<file path="src/rtl/aux_seq_pkg.sv">
// Shared constants and state type for the AUX burst sequencer.
package aux_seq_pkg;
    localparam int BURST_MAX     = 16;
    localparam int CMD_NATIVE_B  = 3;
    localparam int CMD_READ_B    = 0;

    typedef enum logic [3:0] {
        S_IDLE, S_FILL, S_CLEAR, S_LOAD, S_ISSUE, S_WAIT_EN,
        S_WAIT_RP, S_CHECK, S_UNLOAD, S_NEXT, S_RETRY
    } seq_state_t;
endpackage

</file>
<file path="src/rtl/aux_chunk_len.sv">
// Burst length picker: the smaller of the remaining count and the burst limit.
// Assumes BURST fits in BL_W bits.
module aux_chunk_len #(
    parameter int LEN_W = 16,
    parameter int BURST = 16,
    parameter int BL_W  = $clog2(BURST + 1)
) (
    input  logic [LEN_W-1:0] remaining,
    output logic [BL_W-1:0]  chunk
);
    // Clamp the remaining count to one burst.
    always_comb begin
        if (remaining >= LEN_W'(BURST))
            chunk = BL_W'(BURST);
        else
            chunk = BL_W'(remaining);
    end
endmodule

</file>
<file path="src/rtl/aux_wait_timer.sv">
// Cycle counter for the two attempt windows. It counts while run is high and
// restarts when run is low or restart is high. expired marks the last cycle
// of the selected window. Assumes SHORT_LIM <= LONG_LIM and both are >= 1.
module aux_wait_timer #(
    parameter int SHORT_LIM = 10,
    parameter int LONG_LIM  = 20,
    parameter int CW        = $clog2(LONG_LIM + 1)
) (
    input  logic clk,
    input  logic rst_n,
    input  logic run,
    input  logic restart,
    input  logic use_long,
    output logic expired
);
    logic [CW-1:0] cnt;

    // Window end for the selected limit.
    always_comb begin
        expired = run && (cnt == (use_long ? CW'(LONG_LIM - 1) : CW'(SHORT_LIM - 1)));
    end

    // Count the cycles spent in the current window.
    always_ff @(posedge clk) begin
        if (!rst_n || !run || restart)
            cnt <= '0;
        else if (!expired)
            cnt <= cnt + CW'(1);
    end

    p_cnt_bound_r7: assert property (@(posedge clk) disable iff (!rst_n)
        cnt < CW'(LONG_LIM));
endmodule

</file>
<file path="src/rtl/aux_wr_store.sv">
// Local store for one burst of write bytes, kept so every retry resends the
// same data. One write port and one combinational read port. No reset: every
// slot read is written earlier in the same burst.
module aux_wr_store #(
    parameter int DEPTH = 16,
    parameter int IW    = $clog2(DEPTH)
) (
    input  logic          clk,
    input  logic          we,
    input  logic [IW-1:0] waddr,
    input  logic [7:0]    wdata,
    input  logic [IW-1:0] raddr,
    output logic [7:0]    rdata
);
    logic [7:0] mem [DEPTH];

    // Capture one stream byte.
    always_ff @(posedge clk) begin
        if (we)
            mem[waddr] <= wdata;
    end

    // Present the slot being copied to the engine.
    always_comb rdata = mem[raddr];
endmodule

</file>
<file path="src/rtl/aux_burst_seq.sv">
// AUX burst transfer sequencer. It splits a native AUX transfer into bursts
// of up to 16 bytes and runs each burst on the request engine, retrying
// failed attempts. Assumes the engine raises eng_busy on the edge that takes
// eng_start, and holds eng_reply and eng_err until they are cleared.
module aux_burst_seq
    import aux_seq_pkg::*;
#(
    parameter int LEN_W   = 16,
    parameter int CLK_KHZ = 50000,
    parameter int MAX_TRY = 10
) (
    input  logic             clk,
    input  logic             rst_n,
    input  logic             xfer_start,
    input  logic             xfer_write,
    input  logic [19:0]      xfer_addr,
    input  logic [LEN_W-1:0] xfer_len,
    output logic             xfer_busy,
    output logic             xfer_done,
    output logic             xfer_fail,
    input  logic             wr_valid,
    input  logic [7:0]       wr_data,
    output logic             wr_ready,
    output logic             rd_valid,
    output logic [7:0]       rd_data,
    output logic             eng_buf_clr,
    output logic             eng_buf_we,
    output logic [3:0]       eng_buf_idx,
    output logic [7:0]       eng_buf_wdata,
    input  logic [7:0]       eng_buf_rdata,
    output logic [7:0]       eng_addr_lo,
    output logic [7:0]       eng_addr_mid,
    output logic [3:0]       eng_addr_hi,
    output logic [7:0]       eng_cmd,
    output logic             eng_start,
    input  logic             eng_busy,
    input  logic             eng_reply,
    output logic             eng_reply_clr,
    input  logic             eng_err,
    output logic             eng_err_clr,
    input  logic [3:0]       eng_status
);
    localparam int EN_LIM = 20 * CLK_KHZ;
    localparam int RP_LIM = 10 * CLK_KHZ;
    localparam int BL_W   = $clog2(BURST_MAX + 1);
    localparam int IW     = $clog2(BURST_MAX);
    localparam int AT_W   = $clog2(MAX_TRY + 1);

    seq_state_t       state;
    logic [19:0]      addr;
    logic [LEN_W-1:0] rem;
    logic [BL_W-1:0]  blen;
    logic [BL_W-1:0]  idx;
    logic [AT_W-1:0]  attempt;
    logic             is_write;
    logic             done_r;
    logic             fail_r;
    logic             tmo;
    logic             attempt_bad;

    aux_chunk_len #(.LEN_W(LEN_W), .BURST(BURST_MAX), .BL_W(BL_W)) u_chunk (
        .remaining (rem),
        .chunk     (blen)
    );

    aux_wait_timer #(.SHORT_LIM(RP_LIM), .LONG_LIM(EN_LIM)) u_timer (
        .clk      (clk),
        .rst_n    (rst_n),
        .run      (state == S_WAIT_EN || state == S_WAIT_RP),
        .restart  (state == S_WAIT_EN && !eng_busy),
        .use_long (state == S_WAIT_EN),
        .expired  (tmo)
    );

    aux_wr_store #(.DEPTH(BURST_MAX), .IW(IW)) u_store (
        .clk   (clk),
        .we    (state == S_FILL && wr_valid),
        .waddr (idx[IW-1:0]),
        .wdata (wr_data),
        .raddr (idx[IW-1:0]),
        .rdata (eng_buf_wdata)
    );

    // Attempt verdict taken in the reply-check cycle.
    always_comb attempt_bad = eng_err || (eng_status != 4'd0);

    // Sequence bursts and attempts, and track address, count and outcome.
    always_ff @(posedge clk) begin
        if (!rst_n) begin
            state    <= S_IDLE;
            addr     <= '0;
            rem      <= '0;
            idx      <= '0;
            attempt  <= '0;
            is_write <= 1'b0;
            done_r   <= 1'b0;
            fail_r   <= 1'b0;
        end else begin
            done_r <= 1'b0;
            fail_r <= 1'b0;
            case (state)
                S_IDLE: if (xfer_start) begin
                    addr     <= xfer_addr;
                    rem      <= xfer_len;
                    is_write <= xfer_write;
                    attempt  <= '0;
                    idx      <= '0;
                    if (xfer_len == '0)
                        done_r <= 1'b1;
                    else
                        state <= xfer_write ? S_FILL : S_CLEAR;
                end
                S_FILL: if (wr_valid) begin
                    if (idx == blen - BL_W'(1)) begin
                        idx   <= '0;
                        state <= S_CLEAR;
                    end else begin
                        idx <= idx + BL_W'(1);
                    end
                end
                S_CLEAR: begin
                    idx   <= '0;
                    state <= is_write ? S_LOAD : S_ISSUE;
                end
                S_LOAD: begin
                    if (idx == blen - BL_W'(1)) begin
                        idx   <= '0;
                        state <= S_ISSUE;
                    end else begin
                        idx <= idx + BL_W'(1);
                    end
                end
                S_ISSUE:   state <= S_WAIT_EN;
                S_WAIT_EN: begin
                    if (!eng_busy)
                        state <= S_WAIT_RP;
                    else if (tmo)
                        state <= S_RETRY;
                end
                S_WAIT_RP: begin
                    if (eng_reply)
                        state <= S_CHECK;
                    else if (tmo)
                        state <= S_RETRY;
                end
                S_CHECK: begin
                    idx <= '0;
                    if (attempt_bad)
                        state <= S_RETRY;
                    else
                        state <= is_write ? S_NEXT : S_UNLOAD;
                end
                S_UNLOAD: begin
                    if (idx == blen - BL_W'(1)) begin
                        idx   <= '0;
                        state <= S_NEXT;
                    end else begin
                        idx <= idx + BL_W'(1);
                    end
                end
                S_NEXT: begin
                    attempt <= '0;
                    rem     <= rem - LEN_W'(blen);
                    addr    <= addr + 20'd16;
                    if (rem == LEN_W'(blen)) begin
                        done_r <= 1'b1;
                        state  <= S_IDLE;
                    end else begin
                        state <= is_write ? S_FILL : S_CLEAR;
                    end
                end
                S_RETRY: begin
                    if (attempt == AT_W'(MAX_TRY - 1)) begin
                        fail_r <= 1'b1;
                        state  <= S_IDLE;
                    end else begin
                        attempt <= attempt + AT_W'(1);
                        state   <= S_CLEAR;
                    end
                end
                default: state <= S_IDLE;
            endcase
        end
    end

    // Drive the engine and stream outputs from the current state.
    always_comb begin
        xfer_busy     = (state != S_IDLE);
        xfer_done     = done_r;
        xfer_fail     = fail_r;
        wr_ready      = (state == S_FILL);
        rd_valid      = (state == S_UNLOAD);
        rd_data       = eng_buf_rdata;
        eng_buf_clr   = (state == S_CLEAR);
        eng_buf_we    = (state == S_LOAD);
        eng_buf_idx   = idx[IW-1:0];
        eng_addr_lo   = addr[7:0];
        eng_addr_mid  = addr[15:8];
        eng_addr_hi   = addr[19:16];
        eng_cmd       = '0;
        eng_cmd[7:4]  = 4'(blen - BL_W'(1));
        eng_cmd[CMD_NATIVE_B] = 1'b1;
        eng_cmd[CMD_READ_B]   = ~is_write;
        eng_start     = (state == S_ISSUE);
        eng_reply_clr = (state == S_CHECK);
        eng_err_clr   = (state == S_CHECK) && eng_err;
    end

    p_burst_fits_r1: assert property (@(posedge clk) disable iff (!rst_n)
        eng_start |-> (LEN_W'(eng_cmd[7:4]) + LEN_W'(1)) <= rem);
    p_retry_keeps_addr_r2: assert property (@(posedge clk) disable iff (!rst_n)
        (state == S_RETRY) |=> $stable(addr));
    p_attempt_cap_r4: assert property (@(posedge clk) disable iff (!rst_n)
        attempt < AT_W'(MAX_TRY));
    p_read_only_out_r6: assert property (@(posedge clk) disable iff (!rst_n)
        rd_valid |-> !is_write);
    p_reply_clr_seen_r8: assert property (@(posedge clk) disable iff (!rst_n)
        eng_reply_clr |-> $past(eng_reply));
    p_err_clr_seen_r9: assert property (@(posedge clk) disable iff (!rst_n)
        eng_err_clr |-> eng_err);
    p_one_outcome_r11: assert property (@(posedge clk) disable iff (!rst_n)
        !(xfer_done && xfer_fail));
    p_idle_quiet_r11: assert property (@(posedge clk) disable iff (!rst_n)
        !xfer_busy |-> !(eng_start || wr_ready || rd_valid));
endmodule

</file>
<file path="config.mk">
export PLATFORM = sky130hd
export DESIGN_NAME = aux_burst_seq
export DESIGN_NICKNAME = d
export VERILOG_FILES = /design/src/rtl/aux_seq_pkg.sv /design/src/rtl/aux_chunk_len.sv /design/src/rtl/aux_wait_timer.sv /design/src/rtl/aux_wr_store.sv /design/src/rtl/aux_burst_seq.sv
export SDC_FILE = /design/constraint.sdc
export NUM_CORES = 1
export LEC_CHECK = 0
export BUFFER_PORTS_ARGS = -buffer_cell sky130_fd_sc_hd__buf_2
export CAP_MARGIN = 20
export CORE_ASPECT_RATIO = 0.8
export CORE_MARGIN = 2
export CORE_UTILIZATION = 40
export DETAILED_ROUTE_END_ITERATION = 10
export PLACE_DENSITY = 0.62
export SLEW_MARGIN = 0
export SYNTH_ARGS = -nofsm -noshare
export SYNTH_HDL_FRONTEND = slang
export SYNTH_SLANG_ARGS = --single-unit
</file>
<file path="constraint.sdc">
create_clock -name clk -period 6.45 [get_ports clk]
set_input_delay 1.29 -clock clk [delete_from_list [all_inputs] [get_ports clk]]
set_output_delay 1.29 -clock clk [all_outputs]
set_load 0.01 [all_outputs]
</file>
# Word level (Yosys, flattened, before mapping)
# Memories as Yosys holds them, arrays and structs flattened. A register that Yosys moved wholly into a read port is not among the register bits.
# Index checks and enable logic that the tools add are counted.
[totals]
in_bits = 64
elab_cells = 104
memories = 1
regBits = 72
ramBits = 128
[memory_table]
columns = ["memory", "depth", "width", "read_ports", "rd_clocked_by_memory_dff", "write_ports", "line", "rtl"]
rows = [
  ["u_store.mem", 16, 8, 1, 1, 1, "aux_wr_store.sv:15", "logic [7:0] mem [DEPTH];"],
]
[op_classes]
eq_ne = 21
addsub = 6
muxes = 39
n_bitwise = 1
magnitude_cmp = 1
n_reduce_logical = 26
[ops]
columns = ["op", "count"]
rows = [
  ["2-to-1 mux 4 bit", 13],
  ["case mux 4 bit (11 select lines)", 1],
  ["2-to-1 mux 20 bit", 2],
  ["case mux 20 bit (2 select lines)", 1],
  ["case mux 16 bit (2 select lines)", 1],
  ["adder 20 x 1 -> 20 bit, second input constant", 1],
  ["adder 20 x 5 -> 20 bit, second input constant", 1],
  ["equality test 20 bit", 1],
  ["2-to-1 mux 5 bit", 4],
  ["case mux 5 bit (4 select lines)", 1],
  ["equality test 16 x 5 -> 1 bit", 1],
  ["equality test 4 x 3 -> 1 bit, second input constant", 4],
  ["equality test 4 bit, second input constant", 4],
  [">= comparator 16 x 5 -> 1 bit, second input constant", 1],
  ["zero test 16 bit", 1],
  ["2-to-1 mux 16 bit", 1],
  ["subtractor 16 x 5 -> 16 bit", 1],
  ["case mux 4 bit (3 select lines)", 1],
  ["nonzero test 4 bit", 3],
  ["2-to-1 mux 2 bit", 5],
  ["equality test 4 x 2 -> 1 bit, second input constant", 2],
  ["inequality test 2 bit, second input constant", 4],
  ["2-to-1 mux 1 bit", 7],
  ["inequality test 2 x 1 -> 1 bit, second input constant", 3],
  ["18 further kinds", 30],
]

# Logic depth before layout (Yosys ltp)
# Gate-level depths: netlist of the first run.
[logic_depth]
ltp_word = 9
ltp_mapped = 11
ltp_nobuf = 10

# By module
# From an unflattened synthesis of the first run, not the netlist that was laid out.
[unflattened]
cells_unflattened = 852
area_unflattened_um2 = 9849.4
[by_module_without_submodules]
columns = ["module", "instances", "cells_per_inst", "area_each_um2"]
rows = [
  ["aux_wr_store", 1, 221, 4987.3],
  ["aux_burst_seq", 1, 481, 3614.7],
  ["aux_wait_timer", 1, 138, 1171.1],
  ["aux_chunk_len", 1, 12, 76.3],
]

# Least setup slack after synthesis of the first run
# Ideal clock, no wire load.
[synth_path]
kind = "register to output"
start = "register (tool-made name)"
end = "output port eng_buf_wdata[0]"
stages_incl_launch_ff = 5
t_required_ps = 5160
t_arrival_ps = 1833
slack_ps = 3327
cell_sequence = "dfxtp_1 -> clkbuf_1 -> buf_2 -> mux4_2 -> mux4_2"
[synth_rtl]
columns = ["item", "line", "rtl"]
rows = [
  ["end: declaration", "aux_burst_seq.sv:29", "output logic [7:0] eng_buf_wdata,"],
]

==> results of run 1 <==
[final cells by class]
type / count / area [um2] / area share [%]
Multi-Input combinational cell: 489 / 3660 / 33.7
Tap cell: 312 / 390 / 3.59
Clock inverter: 16 / 195 / 1.80
Inverter: 18 / 67.6 / 0.622
Clock buffer: 24 / 558 / 5.14
Timing Repair Buffer: 115 / 619 / 5.70
Sequential cell: 204 / 5370 / 49.4
[critical path, cell delays in order (launching register included)]
cell     delay [ps]
dfxtp_2         310
buf_4           510
mux4_2          580
mux4_2          520
buf_2           160
[placed cells by master, fill, tap and decap left out, types with 4 or more instances in the layout]
cell type,instances
o31ai_1,4
dfxtp_1,75
o21ai_1,6
xnor2_1,13
o211ai_1,11
nand2b_1,10
buf_4,10
nor3_2,4
and3_1,7
clkbuf_16,22
nand2_1,56
clkinv_2,4
bufinv_16,4
nand3_1,23
nor2b_1,5
nor2_1,67
or3_1,6
o21ai_0,15
clkinv_1,5
nand4_1,12
a31oi_1,8
edfxtp_1,128
buf_2,102
inv_1,17
mux4_2,40
conb_1,4
nor3_1,36
ha_1,10
mux2i_1,8
a22oi_1,7
a21oi_1,47
xor2_1,13
nor4_1,10
[power breakdown]
group	internal, mW	leakage (nW)	total [mW]	switching, mW
Clock	0.789	0.363	1.30	0.511
Sequential	1.47	1.77	1.61	0.138
Combinational	0.413	1.53	0.969	0.556
Total	2.68	3.66	3.88	1.21
[stage by stage]
| step | setup slack [ps] | hold slack [ps] | power, mW | area [um2] | std cells |
|---|---|---|---|---|---|
| 3_5_place_dp | 3050 | 443 | 2.61 | 10100 | 1136 |
| 6_report | 2580 | 449 | 3.88 | 10900 | 1178 |
| 4_1_cts | 2530 | 451 | 3.92 | 10800 | 1176 |
| 3_3_place_gp | 3080 | 440 | 2.60 | 10100 | 1135 |
| 5_1_grt | 2410 | 482 | 4.09 | 10900 | 1178 |
| 2_1_floorplan | 3330 | 446 | 2.34 | 9360 | 767 |
[per-layer routing]
layer | track usage, % | wire, um | vias to the layer above
met3 | 3.96 | 1420 | 38
met5 | 0 | 13 | -
met4 | 4.25 | 475 | 2
met1 | 25.6 | 10200 | 3155
met2 | 26.7 | 9580 | 176
li1 | - | - | 3059
[logic make-up after synthesis]
kind of cell / synth area share [%]
compound gates: 9.40
xor+xnor: 2.61
fa+ha+maj: 1.34
buf+inv: 3.71
flops: 57.4
mux: 10.7
other cells: 0.0803
simple gates: 14.7
[state kept, by name, summed over array words and instances, names as in the netlist, named ones only]
register / count
u_store.mem: 128
addr: 20
u_timer.cnt: 20
rem: 16
idx: 5
attempt: 4
state: 4
is_write: 1
xfer_done: 1
xfer_fail: 1
[path summary, 6_finish.rpt]
check,end,slack (ps),from
worst max-delay path,eng_buf_wdata[7],2580,flop
worst min-delay path,addr[1],450,addr[1]
worst max register to register,state[3],3560,rem[4]
worst min register to register,addr[1],450,addr[1]
[cells in the mapped netlist, types with 3 or more instances]
| library cell | count | area, um2 |
|---|---|---|
| or3_1 | 6 | 37.5 |
| or2_1 | 3 | 18.8 |
| buf_2 | 10 | 50.1 |
| o211ai_1 | 11 | 82.6 |
| inv_1 | 17 | 63.8 |
| nor3_1 | 40 | 200 |
| buf_4 | 15 | 113 |
| xnor2_1 | 13 | 114 |
| mux2i_1 | 8 | 80.1 |
| nand3_1 | 23 | 115 |
| mux4_2 | 40 | 901 |
| a31oi_1 | 8 | 50.1 |
| dfxtp_1 | 76 | 1520 |
| edfxtp_1 | 128 | 3840 |
| nor2_1 | 67 | 251 |
| a22oi_1 | 7 | 52.6 |
| o31ai_1 | 4 | 30.0 |
| and3_1 | 7 | 43.8 |
| nand2b_1 | 10 | 62.6 |
| xor2_1 | 13 | 114 |
| ha_1 | 10 | 125 |
| a311oi_1 | 3 | 26.3 |
| nand4_1 | 12 | 75.1 |
| o2bb2ai_1 | 3 | 26.3 |
| nor4_4 | 3 | 63.8 |
| nand2_1 | 56 | 210 |
| buf_1 | 3 | 11.3 |
| o311ai_1 | 3 | 26.3 |
| clkbuf_1 | 28 | 105 |
| nor4_1 | 10 | 62.6 |
| nor3b_1 | 3 | 22.5 |
| a21oi_1 | 47 | 235 |
| o21ai_0 | 15 | 75.1 |
| o21ai_1 | 6 | 30.0 |
| a211oi_1 | 3 | 22.5 |
| nor2b_1 | 5 | 31.3 |
==> flow_metrics.py, run 1 <==
metrics = {
    "route": {
        "dr.first_iter.drc_count": 474,
        "drt_first_pass_iters": 5,
        "drt_wl_total_um": 21700,
        "via_per_inst": 5.46,
        "ant_nets": 0,
        "num_vias": 6430,
        "routedWlPerCell_um": 18.5,
        "drc": 0,
    },
    "timing": {
        "setup_viol": 0,
        "hold_viol": 0,
        "slew_headroom_pct": 26.3,
        "fin_crit_sh_pct": 60.0,
        "worst-slew-pin-transition_ps": 1100,
        "drv_slew": 0,
        "rsz0062_at_grt": "no",
        "fin_crit_ps": 3870,
        "clock.fmax_mhz": 258,
        "clock-skew-final_ps": 20.8,
        "fin_tns_setup_ps": 0,
    },
    "yosys": {
        "yosys_warnings": 0,
        "yosysSeqAreaShare_pct": 57.4,
        "synth_ff_type": "edfxtp_1",
        "synth-edff-count": 128,
        "synthDistinctLibCells": 73,
        "async_reset_ff_share_pct": 0,
        "yosys_register_bits": 204,
        "syn_avg_cell_area_um2": 12.2,
        "syn-cell-area_um2": 9350,
        "synthCells": 765,
    },
    "placed_design": {
        "finalWeightedCongestion": 0.834,
        "dp_hpwl_um": 14100,
        "port-buffer-count": 102,
    },
    "critical_path": {
        "critPathArrivalTime_ps": 2580,
        "rr_worst_depth": 9,
        "startpoint_type": "flop",
        "required_ps": 5160,
        "worstSetupEndpointType": "primary output",
        "crit_type": "reg2out",
        "cp_max_fo": 32,
    },
    "pwr": {
        "p_leak_nw": 3.66,
        "vdd_drop_max_mv": 0.174,
        "powerDensity_nw_per_um2": 357,
    },
    "floorplanning": {
        "initial_core_util_pct": 40.4,
        "die_w_um": 175,
        "fp.dieArea_um2": 24600,
        "io-pin-count": 122,
        "num_rows": 50,
        "die_y_um": 141,
        "core_area_um2": 23100,
    },
    "clock_tree": {
        "cts_tree": "yes",
        "ctsHoldBuffers": 0,
        "cts-resized-gates": 0,
        "clkLatencyLatePin_ps": 510,
        "clockBufferDepth": 3,
        "cts-root-buf": "clkbuf_16",
        "numCtsBuffers": 22,
        "clock_sinks": 204,
        "clkTransAtPathRegs_ps": 60,
        "cts_max_level": 1,
        "cts_setup_buffers": 0,
    },
    "grt": {
        "grt_use_total_pct": 17.6,
        "grt_start_max_net_pins": 48,
        "antenna_found_initial": 1,
        "overflow": 0,
        "grt_pass1_wl_um": 34200,
        "grt_pass1_vias": 6088,
    },
    "status": {
        "status": "finished clean",
    },
    "cells_and_area": {
        "n_antenna_cell": 0,
        "fill_cells": 2148,
        "utilization_pct": 46.9,
        "finalNetCount": 924,
        "area_growth_pct": 16.2,
        "drive_gt1_share_pct": 24.6,
    },
    "min_path": {
        "holdPathStages": 2,
        "min_path_type": "reg2reg",
    },
    "run": {
        "cap_viol_max_count": 0,
    },
}
Note: power is estimated with default switching activity, not from simulation.
==> run 2: changes to the inputs <==
Settings changed: PLACE_DENSITY 0.62 to 0.64.
Clock period 6.45 ns to 3.17 ns, I/O delays scaled along.
==> run 2 against run 1 <==
  * Worst hold slack worse by 74 ps
  * Sequential share of layout area shrank 0.39 points
  * Largest power group unchanged
  * Largest cell class unchanged
  * Combinational power increased by 120%
  * Non-clock buffer count is 20 higher
  * Critical path type unchanged
  * Clock power up 91%
  * Critical path depth unchanged
  * Sequential power rose by 100%
==> flow_metrics.py, run 2 (synthesis gave the netlist of run 1 again) <==
metrics = {
    "critical_path": {
        "cp_max_fo": 9,
        "path_cells": "buf_4 > mux4_2 > mux4_2 > buf_2",
        "critical_path.top_delay_family": "multiplexers",
        "critPathArrivalTime_ps": 2410,
        "critPathBufInv": 2,
        "crit_type": "reg2out",
        "slowest_delay_ps": 640,
        "required_ps": 2540,
        "startpoint_type": "flop",
        "cp_slowest_cell": "dfxtp_1",
        "worstSetupEndpointType": "primary output",
        "cpMostUsedCell": "mux4_2",
    },
    "route": {
        "dr.first_iter.drc_count": 510,
        "ant_nets": 0,
        "num_vias": 6571,
        "drt_wl_total_um": 21800,
        "via_per_inst": 5.48,
        "drc": 0,
        "routedWlPerCell_um": 18.2,
        "drt_first_pass_iters": 5,
    },
    "floorplanning": {
        "die_y_um": 141,
        "fp.dieArea_um2": 24600,
        "io-pin-count": 122,
        "core_area_um2": 23100,
        "die_w_um": 175,
        "num_rows": 50,
        "initial_core_util_pct": 40.4,
    },
    "cells_and_area": {
        "final_common_cell": "edfxtp_1",
        "largest_reg_flops": 128,
        "area_growth_pct": 17.2,
        "finalNetCount": 944,
        "largest-register": "u_store.mem",
        "final_cell_mix": "128 x edfxtp_1, 102 x buf_2, 75 x dfxtp_1",
        "top_regs": "u_store.mem x128, addr x20, u_timer.cnt x20",
        "utilization_pct": 47.3,
        "drive_gt1_share_pct": 25.5,
        "fin_area_um2": 11000,
    },
    "grt": {
        "grt_pass1_wl_um": 35100,
        "grt_pass1_vias": 6385,
        "grt_start_max_net_pins": 48,
        "overflow": 0,
        "grt_use_total_pct": 17.9,
        "antenna_found_initial": 1,
    },
    "clock_tree": {
        "clockBufferDepth": 3,
        "clock_sinks": 204,
        "clkLatencyLatePin_ps": 520,
        "cts_tree": "yes",
        "cts-root-buf": "clkbuf_16",
        "ctsHoldBuffers": 0,
        "numCtsBuffers": 22,
        "cts_max_level": 1,
        "clkTransAtPathRegs_ps": 60,
    },
    "pwr": {
        "vdd_drop_max_mv": 0.348,
        "p_comb_share_pct": 26.8,
        "p_int_mw": 5.35,
        "p_seq_share_pct": 41.6,
        "p_leak_nw": 3.71,
        "p_clk_share_pct": 31.6,
        "switching_share_pct": 31.8,
        "p_sw_mw": 2.49,
        "powerDensity_nw_per_um2": 715,
    },
    "placed_design": {
        "dp_hpwl_um": 14900,
        "place_area_um2": 10300,
        "finalWeightedCongestion": 0.924,
        "port-buffer-count": 102,
    },
    "timing": {
        "worst-slew-pin-transition_ps": 771,
        "slew_headroom_pct": 48.4,
        "setup_viol": 0,
        "clock.fmax_mhz": 328,
        "clock-skew-final_ps": 28.1,
        "rsz0062_at_grt": "no",
        "drv_slew": 0,
        "hold_viol": 0,
        "fin_tns_setup_ps": 0,
        "fin_crit_ps": 3050,
        "fin_crit_sh_pct": 96.1,
    },
    "status": {
        "status": "finished clean",
    },
    "min_path": {
        "min_path_type": "in2reg",
    },
    "run": {
        "cap_viol_max_count": 0,
    },
}
[run 2: cell types whose count changed in the layout (fill, tap and decap cells not counted), sizes merged]
cell	before	now
buf	115	135
bufinv	4	2
clkbuf	24	27
clkinv	11	7
clkinvlp	2	5
diode	0	1
[run 2: path summary, 6_finish.rpt]
| path | start | to | slack (ps) | depth (start not counted) |
|---|---|---|---|---|
| worst max register to register | rem[11] | state[3] | 410 | 9 |
| worst max-delay path | flop | eng_buf_wdata[4] | 120 | 4 |
| worst min-delay path | xfer_addr[2] | addr[2] | 370 | 3 |
| worst min register to register | addr[2] | addr[2] | 450 | 2 |
[run 2: power by group through the flow]
stage	registers, mW	clock network [mW]	logic, mW
4_1_cts	3.25	2.53	2.11
2_1_floorplan	3.23	0	1.53
3_3_place_gp	3.31	0	2.09
5_1_grt	3.29	2.64	2.32
6_report	3.26	2.48	2.10
3_5_place_dp	3.31	0	2.10
[run 2: metrics by stage]
step / hold WS, ps / setup WS (ps) / cells / power, mW
5_1_grt: 385 / 11.7 / 1198 / 8.25
3_3_place_gp: 440 / 444 / 1158 / 5.39
4_1_cts: 360 / 80.1 / 1198 / 7.89
2_1_floorplan: 446 / 519 / 767 / 4.77
3_5_place_dp: 446 / 396 / 1158 / 5.41
6_report: 374 / 124 / 1199 / 7.84
[run 2: tightest hold or removal path, delay by kind of cell]
kind,cells,cell delay [ps]
AOI/OAI and AO/OA,1,50
buffers and inverters,1,90
and+or+nand+nor,1,40
[run 2: timing repair]
action / in CTS / in global routing
endpoints found under the setup margin: 5 / 0
gates resized for setup: 1 / 0
buffers inserted: 0 / 0
[run 2: final cells by class]
cell class | instances | area [um2]
Inverter | 18 | 67.6
Timing Repair Buffer | 135 | 783
Sequential cell | 204 | 5370
Tap cell | 312 | 390
Multi-Input combinational cell | 489 | 3640
Clock inverter | 13 | 126
Fill cell | 2105 | 12200
Clock buffer | 27 | 569
Antenna cell | 1 | 2.50
[run 2: layer usage]
metal	vias to the layer above	GRT usage (%)	part of all wire [%]
met1	3220	26.1	47
li1	3106	-	-
met2	207	27.3	44
met3	38	3.53	6.6
met4	0	5.00	2.4
met5	-	0	0
==> run 3: changes to the inputs <==
Settings changed: RECOVER_POWER set to 100.
==> run 3 against run 2 <==
  * Clock-buffer cell count unchanged
  * First-iteration DRC count increased by 5.3%
  * Highest routed layer unchanged
  * Largest cell class unchanged
  * Total power down 0.98%
==> flow_metrics.py, run 3 (synthesis gave the netlist of run 1 again) <==
metrics = {
    "grt": {
        "grt_pass1_wl_um": 35100,
        "grt_pass1_vias": 6385,
        "grt_use_total_pct": 17.9,
        "overflow": 0,
        "grt_start_max_net_pins": 48,
        "antenna_found_initial": 0,
    },
    "floorplanning": {
        "io-pin-count": 122,
        "initial_core_util_pct": 40.4,
        "die_y_um": 141,
        "num_rows": 50,
        "fp.dieArea_um2": 24600,
        "die_w_um": 175,
        "core_area_um2": 23100,
    },
    "critical_path": {
        "startpoint_type": "flop",
        "cp_max_fo": 9,
        "critPathArrivalTime_ps": 2410,
        "crit_type": "reg2out",
        "rr_worst_depth": 9,
        "required_ps": 2540,
        "reg2reg_slack_ps": 330,
        "rr_startpoint": "rem[11]",
        "worstSetupEndpointType": "primary output",
    },
    "cells_and_area": {
        "top_regs": "u_store.mem x128, addr x20, u_timer.cnt x20",
        "area_growth_pct": 15.4,
        "fill_cells": 2143,
        "fin_area_um2": 10800,
        "utilization_pct": 46.6,
        "finalNetCount": 944,
        "largest-register": "u_store.mem",
        "final_cells": 1198,
        "drive_gt1_share_pct": 17.6,
        "n_antenna_cell": 0,
        "final_cell_mix": "128 x edfxtp_1, 75 x dfxtp_1, 71 x clkbuf_1",
        "final_common_cell": "edfxtp_1",
        "largest_reg_flops": 128,
    },
    "pwr": {
        "p_sw_mw": 2.47,
        "total_power_mw": 7.76,
        "p_comb_share_pct": 26.1,
        "p_leak_nw": 3.45,
        "vdd_drop_max_mv": 0.347,
        "p_clk_share_pct": 31.9,
        "switching_share_pct": 31.9,
        "powerDensity_nw_per_um2": 719,
        "p_int_mw": 5.29,
        "p_seq_share_pct": 42.0,
    },
    "route": {
        "num_vias": 6526,
        "routedWlPerCell_um": 18.3,
        "drc": 0,
        "drt_wl_total_um": 21900,
        "drt_first_pass_iters": 5,
        "dr.first_iter.drc_count": 537,
        "via_per_inst": 5.45,
        "ant_nets": 0,
    },
    "timing": {
        "fin_crit_sh_pct": 96.2,
        "fin_tns_setup_ps": 0,
        "worst-slew-pin-transition_ps": 786,
        "rsz0062_at_grt": "no",
        "clock-skew-final_ps": 26.9,
        "slew_headroom_pct": 47.6,
        "fin_crit_ps": 3050,
        "drv_slew": 0,
        "setup_viol": 0,
        "clock.fmax_mhz": 328,
        "hold_viol": 0,
    },
    "placed_design": {
        "dp_cells": 1158,
        "port-buffer-count": 102,
        "finalWeightedCongestion": 0.924,
        "dp_hpwl_um": 14900,
        "place_area_um2": 10300,
    },
    "min_path": {
        "min_path_type": "in2reg",
        "hold_end": "addr[2]",
        "holdPathStages": 3,
        "hold_start": "xfer_addr[2]",
    },
    "clock_tree": {
        "cts_max_level": 1,
        "clkTransAtPathRegs_ps": 60,
        "clock_sinks": 204,
        "cts_setup_buffers": 0,
        "clkLatencyLatePin_ps": 510,
        "cts-root-buf": "clkbuf_16",
        "cts_tree": "yes",
        "numCtsBuffers": 22,
        "clockBufferDepth": 3,
    },
    "run": {
        "cap_viol_max_count": 0,
    },
    "status": {
        "status": "finished clean",
    },
}
run 3: cell types whose count changed in the layout (fill, tap and decap cells not counted), sizes merged:
cell,delta
diode,-1
clkbuf,+72
buf,-72
run 3: power by group through the flow:
stage	Sequential (mW)	Combinational [mW]	Clock, mW
final	3.26	2.03	2.47
after global routing	3.29	2.25	2.64
after CTS	3.25	2.11	2.53
after detailed placement	3.31	2.10	0
after global placement	3.31	2.09	0
after floorplan	3.23	1.53	0
run 3: repair_timing:
action                     in CTS  in global routing
hold endpoints to repair        0                  0
setup endpoints to repair       5                  0
gates resized for setup         1                  0
hold buffers                    0                  0
run 3: per-layer routing:
metal  vias up  global-route usage [%]  wire length, um
met2       186                    27.3             9730
li1       3106                       -                -
met4         0                    5.00              479
met3        34                    3.53             1330
met5         -                       0                0
met1      3200                    26.1            10300
run 3: how the worst max path moves through the flow:
| stage | end | slack, ps |
|---|---|---|
| 6_report | eng_buf_wdata[0] | 120 |
| 5_1_grt | eng_cmd[6] | 10 |
| 4_1_cts | eng_buf_wdata[4] | 80 |
| 3_5_place_dp | state[3] | 400 |
| 3_3_place_gp | state[3] | 440 |
| 2_1_floorplan | state[3] | 520 |
run 3: critical path, stage by stage (launching register included):
cell,delay (ps)
dfxtp_4,460
buf_4,260
mux4_2,520
mux4_2,500
clkbuf_2,150
run 3: area by class of cell:
cell class              instances  area [um2]  area share [%]
clock buffers                  27         569            5.28
clock inverters                13         126            1.17
inverters                      18        67.6           0.626
multi-input cells             489        3630            33.6
flip-flops and latches        204        5370            49.8
well taps                     312         390            3.62
repair buffers                135         641            5.94
run 3: through the flow:
stage,hold WS [ps],setup WS [ps]
after floorplan,446,519
after detailed placement,446,396
after global placement,440,444
after global routing,385,14.1
final,374,121
after CTS,360,80.1
